## config.mk

```make
export PLATFORM = sky130hd
export DESIGN_NAME = cpu_ctr_timer
export DESIGN_NICKNAME = d
export VERILOG_FILES = /design/src/rtl/cpu_ctr_pkg.sv /design/src/rtl/cpu_ctr_prescale.sv /design/src/rtl/cpu_ctr_count.sv /design/src/rtl/cpu_ctr_regs.sv /design/src/rtl/cpu_ctr_timer.sv
export SDC_FILE = /design/constraint.sdc
export NUM_CORES = 1
export LEC_CHECK = 0
export CORE_MARGIN = 2
export CORE_UTILIZATION = 52
export CTS_CLUSTER_SIZE = 24
export DETAILED_ROUTE_END_ITERATION = 16
export PLACE_DENSITY = 0.76
export SYNTH_ARGS = -nofsm -noshare
export SYNTH_HDL_FRONTEND = slang
export SYNTH_SLANG_ARGS = --single-unit
```

## constraint.sdc

```tcl
create_clock -name clk -period 4.6 [get_ports clk]
set_input_delay 0.69 -clock clk [delete_from_list [all_inputs] [get_ports clk]]
set_output_delay 0.69 -clock clk [all_outputs]
set_load 0.03 [all_outputs]
```

## src/rtl/cpu_ctr_pkg.sv

```systemverilog
package cpu_ctr_pkg;
  localparam int WORD_W   = 32;
  localparam int SUB_W    = 9;              // register units per step: bit 9
  localparam int CNT_W    = 63 - SUB_W;     // user-mode step counter width
  localparam int LIM_HI   = 30;             // top bit of the limit field
  localparam int LSTEP_W  = LIM_HI + 1 - SUB_W;
  localparam logic [WORD_W-1:0] LIM_MASK = 32'h7FFF_FE00;

  typedef enum logic [1:0] {
    REG_HI_LIM  = 2'd0,
    REG_LO_CNT  = 2'd1,
    REG_LIM_SFT = 2'd2,
    REG_RUN     = 2'd3
  } reg_sel_e;
endpackage

```

## src/rtl/cpu_ctr_prescale.sv

```systemverilog
module cpu_ctr_prescale #(
  parameter int DIV = 125
) (
  input  logic clk,
  input  logic rst_n,
  input  logic run,
  input  logic clr,
  output logic tick
);
  localparam int PW = (DIV > 1) ? $clog2(DIV) : 1;
  localparam logic [PW-1:0] LAST = PW'(DIV - 1);

  logic [PW-1:0] pre;

  always_ff @(posedge clk) begin
    if (!rst_n)        pre <= '0;
    else if (clr)      pre <= '0;
    else if (run)      pre <= (pre == LAST) ? '0 : pre + 1'b1;
  end

  assign tick = run && !clr && (pre == LAST);

  // a step can only be issued while the counter runs
  a_r10_tick_needs_run: assert property (@(posedge clk) disable iff (!rst_n)
    tick |-> run);
  // stopped prescaler keeps its phase
  a_r10_phase_held: assert property (@(posedge clk) disable iff (!rst_n)
    (!run && !clr) |=> $stable(pre));
endmodule

```

## src/rtl/cpu_ctr_count.sv

```systemverilog
module cpu_ctr_count #(
  parameter int CW = 54
) (
  input  logic          clk,
  input  logic          rst_n,
  input  logic          tick,
  input  logic          clr,
  input  logic [CW-1:0] wrap_at,
  output logic [CW-1:0] cnt,
  output logic          hit
);
  logic [CW:0] nxt;

  assign nxt = {1'b0, cnt} + 1'b1;
  assign hit = tick && (nxt >= {1'b0, wrap_at});

  always_ff @(posedge clk) begin
    if (!rst_n)     cnt <= '0;
    else if (clr)   cnt <= '0;
    else if (tick)  cnt <= hit ? '0 : nxt[CW-1:0];
  end

  a_r3_clear_to_zero: assert property (@(posedge clk) disable iff (!rst_n)
    clr |=> (cnt == '0));
  a_r10_hold_no_step: assert property (@(posedge clk) disable iff (!rst_n)
    (!tick && !clr) |=> $stable(cnt));
  a_r2_single_step: assert property (@(posedge clk) disable iff (!rst_n)
    (tick && !clr && !hit) |=> (cnt == $past(cnt) + 1'b1));
  a_r5_wrap_zero: assert property (@(posedge clk) disable iff (!rst_n)
    (hit && !clr) |=> (cnt == '0));
endmodule

```

## src/rtl/cpu_ctr_regs.sv

```systemverilog
module cpu_ctr_regs
  import cpu_ctr_pkg::*;
#(
  parameter int ADDR_W = 3
) (
  input  logic              clk,
  input  logic              rst_n,
  input  logic              mode_user,
  input  logic              mode_chg,
  input  logic              we,
  input  logic              re,
  input  logic [ADDR_W-1:0] addr,
  input  logic [WORD_W-1:0] wdata,
  input  logic [CNT_W-1:0]  cnt,
  input  logic              hit,
  output logic              run,
  output logic              clr,
  output logic [CNT_W-1:0]  wrap_at,
  output logic [WORD_W-1:0] rdata,
  output logic              rvalid,
  output logic              irq
);
  logic              user_q, run_q, reached_q, irq_q;
  logic [WORD_W-1:0] lim_q, lim_nx, lim_msk, rd_mux;
  logic              in_win;
  reg_sel_e          sel;
  logic              wr_hi, wr_lo, wr_sft, wr_run, rd_hi;

  assign in_win = (addr < ADDR_W'(4));
  assign sel    = reg_sel_e'(addr[1:0]);

  always_comb begin
    wr_hi  = we && in_win && (sel == REG_HI_LIM);
    wr_lo  = we && in_win && (sel == REG_LO_CNT);
    wr_sft = we && in_win && (sel == REG_LIM_SFT);
    wr_run = we && in_win && (sel == REG_RUN);
    rd_hi  = re && in_win && (sel == REG_HI_LIM);
  end

  assign lim_msk = wdata & LIM_MASK;
  assign lim_nx  = (lim_msk == '0) ? LIM_MASK : lim_msk;
  assign clr     = mode_chg || (!user_q && wr_hi) || (user_q && (wr_hi || wr_lo));

  always_ff @(posedge clk) begin
    if (!rst_n)        user_q <= mode_user;
    else if (mode_chg) user_q <= mode_user;
  end

  always_ff @(posedge clk) begin
    if (!rst_n)                run_q <= 1'b1;
    else if (mode_chg)         run_q <= 1'b1;
    else if (wr_run && user_q) run_q <= wdata[0];
  end

  always_ff @(posedge clk) begin
    if (!rst_n)                              lim_q <= LIM_MASK;
    else if (mode_chg)                       lim_q <= LIM_MASK;
    else if ((wr_hi || wr_sft) && !user_q)   lim_q <= lim_nx;
  end

  always_ff @(posedge clk) begin
    if (!rst_n)                 reached_q <= 1'b0;
    else if (hit && !user_q)    reached_q <= 1'b1;
    else if (rd_hi && !user_q)  reached_q <= 1'b0;
  end

  always_ff @(posedge clk) begin
    if (!rst_n)                 irq_q <= 1'b0;
    else if (mode_chg)          irq_q <= 1'b0;
    else if (hit && !user_q)    irq_q <= 1'b1;
    else if ((rd_hi && !user_q) || wr_hi || (wr_lo && user_q))
                                irq_q <= 1'b0;
  end

  always_comb begin
    rd_mux = '0;
    if (in_win) begin
      unique case (sel)
        REG_HI_LIM: rd_mux = user_q ? {1'b0, cnt[CNT_W-1:WORD_W-SUB_W]} : lim_q;
        REG_LO_CNT: rd_mux = user_q ? {cnt[WORD_W-SUB_W-1:0], {SUB_W{1'b0}}}
                                    : {reached_q, cnt[LSTEP_W-1:0], {SUB_W{1'b0}}};
        REG_RUN:    rd_mux = {{(WORD_W-1){1'b0}}, run_q};
        default:    rd_mux = '0;
      endcase
    end
  end

  always_ff @(posedge clk) begin
    if (!rst_n) begin
      rdata  <= '0;
      rvalid <= 1'b0;
    end else begin
      rvalid <= re;
      if (re) rdata <= rd_mux;
    end
  end

  assign wrap_at = user_q ? {CNT_W{1'b1}} : CNT_W'(lim_q[LIM_HI:SUB_W]);
  assign run     = run_q;
  assign irq     = irq_q;

  a_r11_user_quiet: assert property (@(posedge clk) disable iff (!rst_n)
    user_q |-> !irq_q);
  a_r12_restart: assert property (@(posedge clk) disable iff (!rst_n)
    mode_chg |=> (run_q && !irq_q && lim_q == LIM_MASK));
  a_r6_read_ack: assert property (@(posedge clk) disable iff (!rst_n)
    (rd_hi && !user_q && !hit && !mode_chg) |=> (!irq_q && !reached_q));
  a_r5_flags_on_wrap: assert property (@(posedge clk) disable iff (!rst_n)
    (hit && !user_q && !mode_chg) |=> (irq_q && reached_q));
  a_r10_stop: assert property (@(posedge clk) disable iff (!rst_n)
    (wr_run && user_q && !mode_chg && !wdata[0]) |=> !run_q);
  a_r13_rvalid: assert property (@(posedge clk) disable iff (!rst_n)
    re |=> rvalid);
endmodule

```

## src/rtl/cpu_ctr_timer.sv

```systemverilog
module cpu_ctr_timer
  import cpu_ctr_pkg::*;
#(
  parameter int TICK_DIV = 125,
  parameter int ADDR_W   = 3
) (
  input  logic              clk,
  input  logic              rst_n,
  input  logic              mode_user,
  input  logic              mode_chg,
  input  logic              bus_we,
  input  logic              bus_re,
  input  logic [ADDR_W-1:0] bus_addr,
  input  logic [31:0]       bus_wdata,
  output logic [31:0]       bus_rdata,
  output logic              bus_rvalid,
  output logic              irq
);
  logic             run, clr, tick, hit;
  logic [CNT_W-1:0] cnt, wrap_at;

  cpu_ctr_prescale #(.DIV(TICK_DIV)) u_pre (
    .clk(clk), .rst_n(rst_n), .run(run), .clr(clr), .tick(tick)
  );

  cpu_ctr_count #(.CW(CNT_W)) u_cnt (
    .clk(clk), .rst_n(rst_n), .tick(tick), .clr(clr),
    .wrap_at(wrap_at), .cnt(cnt), .hit(hit)
  );

  cpu_ctr_regs #(.ADDR_W(ADDR_W)) u_regs (
    .clk(clk), .rst_n(rst_n), .mode_user(mode_user), .mode_chg(mode_chg),
    .we(bus_we), .re(bus_re), .addr(bus_addr), .wdata(bus_wdata),
    .cnt(cnt), .hit(hit), .run(run), .clr(clr), .wrap_at(wrap_at),
    .rdata(bus_rdata), .rvalid(bus_rvalid), .irq(irq)
  );
endmodule

```

==> results by group, run 1 <==
Critical path
  • Setup CP Type: reg2reg
  • WP data arrival: 4.91 ns
  • Worst Setup EP: u_cnt.cnt[32]
  • Reg2Reg Setup Slack: 0.03 ns
  • Critical path's largest stage delay: 0.58 ns
  • Crit path from: u_cnt.cnt[0]
  • Max stage delay cell, worst path: or4_4
  • Required time worst endpoint: about 5 ns
  • Reg-to-Reg Start: u_cnt.cnt[0]
  • R2R Path End: u_cnt.cnt[32]
  • Reg2Reg Depth: 18
  • Startpoint Class: register
  • Crit. End Element: register
  • Worst-path cell chain: ha_4 > nand3_4 > or4_4 > or4_4 > or3_4 > nor2_4 > xor2_2 > ha_1 > nand4_1 > nor2_1 > a221oi_2 > nand3_1 > o2111ai_2 > nor3b_4 > buf_6 > buf_12 > nand3_1 > a21oi_1
  • Max FO, Critical Path: 13

Detailed routing
  • Antenna Nets Post-Route: 0
  • Post-Route WL: about 23 mm
  • Wire per inst: 18.2 um
  • DR DRC count: 0
  • DR vias: 7669
  • First-pass DRT Iterations: 7
  • DR iter-0 viols: about 750
  • Via/cell ratio: 6.04

Power and ir drop
  • Worst vdd ir: 0.000246 V
  • Pleak: 0.00385 uW
  • Pwr dens: 267 nW/um^2

Floorplan
  • Boundary Pins: 75
  • Std-Cell Rows: 43
  • Die H: ~120 um
  • DIE AREA: around 15000 sq um
  • Starting density of the core: ~54%
  • Core ar.: 14000 sq um
  • Die W: 124 um

Timing
  • Final number of hold-violating endpoints: 0
  • Max-slew violation count: 0
  • RSZ-0062 raised after global routing: yes
  • Setup violators final: 0
  • Fmax: around 220 MHz
  • Fin crit share: roughly 99%
  • Slew headroom: 28.6%
  • Fin crit period: 4.57 ns
  • Clock Skews: 0.0121 ns
  • Tightest Pin Transition: ~1.1 ns

Global routing
  • GRT Total Usage: 29.4%
  • Initial antenna violation count: 0
  • Largest net degree at the start of global routing: 35
  • Number of global-route vias before repair: ~7000
  • First-pass GRT wire length: 36.6 mm
  • Grt total ovfl: 0

Clocking
  • Clock transition at path regs: 0.06 ns
  • CTS buffer count: 17
  • Post-CTS Hold Buffers: 0
  • Root buf cell: clkbuf_16
  • CTS tree: done
  • Max Buffers Root-to-Sink: 2
  • Worst skew pair latency: about 0.42 ns
  • Clock sink count: 120
  • H-tree levels: 4

Layout
  • Most frequent cells in the layout: 134 x nor2_1, 117 x dfxtp_1, 107 x nand2_1
  • Layout cells sized above 1: 16.6%
  • Nets@finish: 1174
  • Fin util: 68.7%
  • Finished Layout Cells: about 1300
  • Layout Area Growth over Synthesis: 27.7%
  • Layout filler cell count: 1125
  • Ant diodes: 0
  • Most common cell after layout, fill and taps aside: nor2_1

Yosys
  • Area leader, netlist: dfxtp_1
  • Synthesized area per cell: slightly below 8 sq um
  • Mapped Area: 7520 sq um
  • Number of synthesized flops with an enable pin: 1
  • Post-Syn Nets: 1061
  • Mapped Cells: around 960
  • Count of cell types in the netlist: 70
  • Post-synth top flop: dfxtp_1
  • Flops & latches, synth: 120
  • Async S/R FF share, synth: 0%
  • Ys Warns: 0
  • Sequential share of the synthesized area: 32.1%
  • Main area contributors after synthesis: dfxtp_1 32%, ha_1 9.5%, nor2_1 6.7%
  • Synth top area share: 31.7%

Run
  • Max-cap violations: 0

Worst hold path
  • HP Class: reg2reg

Outcome
  • Status: finished, final reports clean

Place
  • Routability cong.: about 0.94
  • Hpwl dp: 16.3 mm
  • Port bufs: between 60 and 70
  • Placed cells: 1231
==> cell usage after synthesis (all sizes together) (25+ instances only) <==
library cell / number
nor2: 136
dfxtp: 119
nand2: 107
a21oi: 95
ha: 57
nand3: 54
clkbuf: 51
xnor2: 39
nand4: 31
nor3: 27
mux2i: 25
o22ai: 25
==> worst max-delay path: cells and delay by family, from the launching register on <==
family                   cells  cell delay [ns]
AND/OR/NAND/NOR             10             2.54
AO/OA/AOI/OAI                3             0.66
adder cells (fa/ha/maj)      2             0.43
flip-flops                   1             0.35
buffers and inverters        2             0.33
XOR/XNOR                     1             0.19
==> how the worst min path moves through the flow <==
stage,end,start,slack [ns],depth (start not counted)
floorplan,u_regs.reached_q,u_regs.reached_q,0.44,2
global placement,u_regs.reached_q,u_regs.reached_q,0.45,2
detailed placement,u_regs.reached_q,u_regs.reached_q,0.46,2
CTS,u_regs.reached_q,u_regs.reached_q,0.49,2
global route,u_regs.reached_q,u_regs.reached_q,0.49,2
finish,u_regs.reached_q,u_regs.reached_q,0.49,2
==> repair_timing <==
item | CTS | global route
pin swaps | 1 | 17
cloned | 0 | 2
endpoints found under the hold margin | 0 | 0
resized for setup | 4 | 19
endpoints found under the setup margin | 56 | 56
buffers inserted | 1 | 5
==> cell families (layout without fill, tap and decap cells) <==
logic type / count (synthesis) / after routing / synth area share (%)
flops: 120 / 120 / 32.1
compound gates: 189 / 189 / 15.1
simple gates: 429 / 429 / 27.3
fa+ha+maj: 57 / 57 / 9.48
buf+inv: 81 / 207 / 5.16
xor+xnor: 61 / 61 / 7.40
mux: 26 / 26 / 3.48
==> routing by layer <==
layer	up-vias	routed length, um	track usage (%)
met2	325	10700	47.3
met1	3635	9760	38.5
li1	3656	-	-
met5	-	0	0
met3	53	1870	6.49
met4	0	707	11.4
==> sequential cells by signal, indices dropped and copies added (netlist names) <==
name              flops
u_regs.run            1
u_cnt.cnt            54
u_regs.irq            1
u_regs.user_q         1
u_pre.pre             7
u_regs.rvalid         1
u_regs.rdata         32
u_regs.reached_q      1
u_regs.lim_q         22
==> stage by stage <==
step,setup TNS (ns),hold slack (ns),power (uW),setup slack (ns),area (sq um)
6_report,0,0.486,2570,0.0321,9610
5_1_grt,-6.01,0.494,2640,-0.162,9610
3_5_place_dp,-10.43,0.455,1280,-0.268,8820
3_3_place_gp,-7.40,0.453,1280,-0.215,8820
4_1_cts,0,0.487,2570,0.00302,9440
2_1_floorplan,0,0.436,1200,0.00492,7560
==> power breakdown <==
group / switching (uW) / internal (uW)
logic: 127 / 83.8
clock network: 534 / 769
registers: 5.95 / 1050
total: 668 / 1900
==> final cells by class <==
class,instances,area (sq um),area share [%]
tap,180,225,2.34
sequential,120,2410,25.1
clock buffer,18,439,4.57
multi-input combinational,762,4880,50.7
clock inverter,14,140,1.46
timing repair buffer,162,1470,15.2
inverter,13,48.8,0.508
Power figures use the tool's default switching activity.
==> inputs of run 2 (changes only) <==
--- a/config.mk
+++ b/config.mk
@@ -6,10 +6,10 @@
 export NUM_CORES = 1
 export LEC_CHECK = 0
 export CORE_MARGIN = 2
-export CORE_UTILIZATION = 52
+export CORE_UTILIZATION = 25
 export CTS_CLUSTER_SIZE = 24
 export DETAILED_ROUTE_END_ITERATION = 16
-export PLACE_DENSITY = 0.76
+export PLACE_DENSITY = 0.42
 export SYNTH_ARGS = -nofsm -noshare
 export SYNTH_HDL_FRONTEND = slang
 export SYNTH_SLANG_ARGS = --single-unit
==> results by group, run 2 (same netlist as run 1, synthesis figures left out) <==
Clocking
  • CTS tree: done (unchanged)
  • Clock sink count: 120 (unchanged)
  • CTS buffer count: 17 (unchanged)
  • Max Buffers Root-to-Sink: 2 (unchanged)
  • Root buf cell: clkbuf_16 (unchanged)
  • Worst skew pair latency: 0.43 ns (was 0.42 ns)
  • H-tree levels: 4 (unchanged)
  • Post-CTS Hold Buffers: 0 (unchanged)
  • Clock transition at path regs: 0.06 ns (about the same)

Floorplan
  • Die H: 177 um (was 124 um)
  • Boundary Pins: 75 (unchanged)
  • Std-Cell Rows: 63 (was 43)
  • DIE AREA: 31500 sq um (was 15400 sq um)
  • Starting density of the core: 25.4% (was 53.8%)
  • Die W: 177 um (was 124 um)
  • Core ar.: 29600 sq um (was 14000 sq um)

Layout
  • Largest register FFs: 54 (unchanged)
  • Most frequent cells in the layout: 131 x nor2_1, 117 x dfxtp_1, 106 x nand2_1 (was 134 x nor2_1, 117 x dfxtp_1, 107 x nand2_1)
  • Layout Area Growth over Synthesis: 35.0% (was 27.7%)
  • Nets@finish: 1186 (was 1174)
  • Final instance area: 10200 sq um (was 9610 sq um)
  • Leading registers by flop count: u_cnt.cnt x54, u_regs.rdata x32, u_regs.lim_q x22 (unchanged)
  • Ant diodes: 0 (unchanged)
  • Most common cell after layout, fill and taps aside: nor2_1 (unchanged)
  • Most flops, register: u_cnt.cnt (unchanged)
  • Layout cells sized above 1: 18.6% (was 16.6%)
  • Layout filler cell count: 3169 (was 1125)
  • Fin util: 34.3% (was 68.7%)

Timing
  • Tightest Pin Transition: 1.31 ns (was 1.07 ns)
  • Fin crit period: 4.61 ns (was 4.57 ns)
  • Clock Skews: 0.0150 ns (was 0.0121 ns)
  • RSZ-0062 raised after global routing: yes (unchanged)
  • Slew headroom: 12.0% (was 28.6%)
  • Fin crit share: 100% (was 99.3%)
  • Fmax: 217 MHz (was 219 MHz)
  • Final number of hold-violating endpoints: 0 (unchanged)
  • Max-slew violation count: 0 (unchanged)
  • Final setup margin: -0.0145 ns (was 0.0321 ns)
  • Setup violators final: 1 (was 0)

Global routing
  • Largest net degree at the start of global routing: 63 (was 35)
  • Number of global-route vias before repair: 6919 (was 7180)
  • Initial antenna violation count: 0 (unchanged)
  • First-pass GRT wire length: 40.7 mm (was 36.6 mm)
  • GRT Total Usage: 17.1% (was 29.4%)
  • Grt total ovfl: 0 (unchanged)

Outcome
  • Violated checks: setup timing
  • Status: finished, violations left (was finished, final reports clean)

Worst hold path
  • Hold path depth: 2 (unchanged)
  • Min-Delay Endpoint: u_regs.reached_q (unchanged)
  • HP Class: reg2reg (unchanged)
  • Worst Hold Launch: u_regs.reached_q (unchanged)

Critical path
  • Crit path from: u_cnt.cnt[1] (was u_cnt.cnt[0])
  • WP data arrival: 4.97 ns (was 4.91 ns)
  • Required time worst endpoint: 4.95 ns (was 4.94 ns)
  • Critical Path Stages: 21 (was 18)
  • Critical path's largest stage delay: 0.56 ns (was 0.58 ns)
  • Max stage delay cell, worst path: or4_4 (unchanged)
  • Top delay family on crit path: simple AND/OR/NAND/NOR gates (unchanged)
  • Reg2Reg Depth: 21 (was 18)
  • Setup CP Type: reg2reg (unchanged)
  • Worst-path cell chain: ha_4 > nand3_4 > or4_4 > or4_4 > or3_4 > nor2_4 > xor2_2 > ha_1 > nand4_1 > buf_4 > nor2_2 > a221oi_2 > nand3_1 > o2111ai_2 > nor3b_4 > buf_6 > buf_12 > buf_12 > buf_8 > a21oi_1 > nor3_1 (was ha_4 > nand3_4 > or4_4 > or4_4 > or3_4 > nor2_4 > xor2_2 > ha_1 > nand4_1 > nor2_1 > a221oi_2 > nand3_1 > o2111ai_2 > nor3b_4 > buf_6 > buf_12 > nand3_1 > a21oi_1)
  • Reg-to-Reg Start: u_cnt.cnt[1] (was u_cnt.cnt[0])
  • Max FO, Critical Path: 7 (was 13)
  • Startpoint Class: register (unchanged)
  • Reg2Reg Setup Slack: -0.01 ns (was 0.03 ns)
  • Worst path bufs/invs: 5 (was 2)
  • R2R Path End: u_cnt.cnt[8] (was u_cnt.cnt[32])
  • Crit. End Element: register (unchanged)

Place
  • Hpwl dp: 20.0 mm (was 16.3 mm)
  • Placed cell area: 9060 sq um (was 8820 sq um)
  • Routability cong.: 0.843 (was 0.938)
  • Port bufs: 65 (unchanged)
  • Pre-CTS WS: -0.176 ns (was -0.268 ns)

Detailed routing
  • Wire per inst: 18.4 um (was 18.2 um)
  • Antenna Nets Post-Route: 0 (unchanged)
  • DR vias: 7384 (was 7669)
  • Post-Route WL: 27.5 mm (was 23.0 mm)
  • First-pass DRT Iterations: 4 (was 7)
  • DR DRC count: 0 (unchanged)
  • Via/cell ratio: 4.95 (was 6.04)
  • DR iter-0 viols: 475 (was 747)

Power and ir drop
  • Pleak: 0.00397 uW (was 0.00385 uW)
  • Worst vdd ir: 0.000227 V (was 0.000246 V)
  • Power, Total: 2670 uW (was 2570 uW)
  • Pwr dens: 263 nW/um^2 (was 267 nW/um^2)

Run
  • Max-cap violations: 0 (unchanged)
## run 2: changes by cell type in the layout (fill, tap and decap cells not counted), sizes merged
cell,before,now
buf,96,105
bufinv,1,2
clkbuf,19,22
clkinvlp,2,1
## run 2: layer usage
layer | track usage, % | up-vias | share of wire [%]
li1 | - | 3675 | -
met1 | 24.0 | 3528 | 49
met2 | 27.6 | 161 | 47
met3 | 2.49 | 20 | 3.5
met4 | 4.17 | 0 | 1.1
met5 | 0 | - | 0
## run 2: area by class of cell
cell class / count / area [sq um] / area share, %
Sequential cell: 120 / 2410 / 23.8
Clock inverter: 14 / 165 / 1.63
Multi-Input combinational cell: 762 / 4970 / 49.0
Clock buffer: 18 / 429 / 4.23
Tap cell: 390 / 488 / 4.81
Timing Repair Buffer: 174 / 1630 / 16.1
Inverter: 13 / 48.8 / 0.481
## run 2: how the worst max path moves through the flow
stage                                to  slack (ns)
after floorplan           u_cnt.cnt[16]       0.005
after global placement    u_cnt.cnt[13]       -0.13
after detailed placement  u_cnt.cnt[13]       -0.18
after CTS                    u_regs.irq        0.03
after global routing       u_cnt.cnt[8]       -0.22
final                      u_cnt.cnt[8]       -0.01
## run 2: through the flow
stage | instances | TNS (ns) | hold slack (ns)
after global routing | 1491 | -6.68 | 0.517
final | 1491 | -0.0145 | 0.490
after global placement | 1438 | -1.90 | 0.448
after detailed placement | 1438 | -3.42 | 0.450
after floorplan | 963 | 0 | 0.436
after CTS | 1474 | 0 | 0.460
## run 2: timing repair
action / 4_1_cts / 5_1_grt
setup endpoints to repair: 48 / 56
resized for setup: 10 / 41
buffers inserted: 3 / 13
pin swaps: 14 / 37
gates cloned: 1 / 4
## run 2: worst register-to-register path, cell delays in order, from the launching register on
cell and delay (ns):
dfxtp_2 0.35, ha_4 0.16, nand3_4 0.09, or4_4 0.56, or4_4 0.46, or3_4 0.47
nor2_4 0.12, xor2_2 0.15, ha_1 0.27, nand4_1 0.12, buf_4 0.15, nor2_2 0.04
a221oi_2 0.22, nand3_1 0.17, o2111ai_2 0.25, nor3b_4 0.22, buf_6 0.15, buf_12 0.15
buf_12 0.12, buf_8 0.13, a21oi_1 0.07, nor3_1 0.14
## run 2: report_power, final
part | internal (uW) | switching [uW] | leakage [uW] | total, uW
sequential | 1050 | 9.60 | 0.000972 | 1060
clock | 813 | 576 | 0.000289 | 1390
combinational | 89.6 | 131 | 0.00271 | 220
==> inputs of run 3 (changes only) <==
--- a/config.mk
+++ b/config.mk
@@ -6,10 +6,10 @@
 export NUM_CORES = 1
 export LEC_CHECK = 0
 export CORE_MARGIN = 2
-export CORE_UTILIZATION = 25
+export CORE_UTILIZATION = 52
 export CTS_CLUSTER_SIZE = 24
 export DETAILED_ROUTE_END_ITERATION = 16
-export PLACE_DENSITY = 0.42
+export PLACE_DENSITY = 0.76
 export SYNTH_ARGS = -nofsm -noshare
 export SYNTH_HDL_FRONTEND = slang
 export SYNTH_SLANG_ARGS = --single-unit
==> results of run 3 <==
No change in the layout: final DEF, timing and power equal those of run 1.
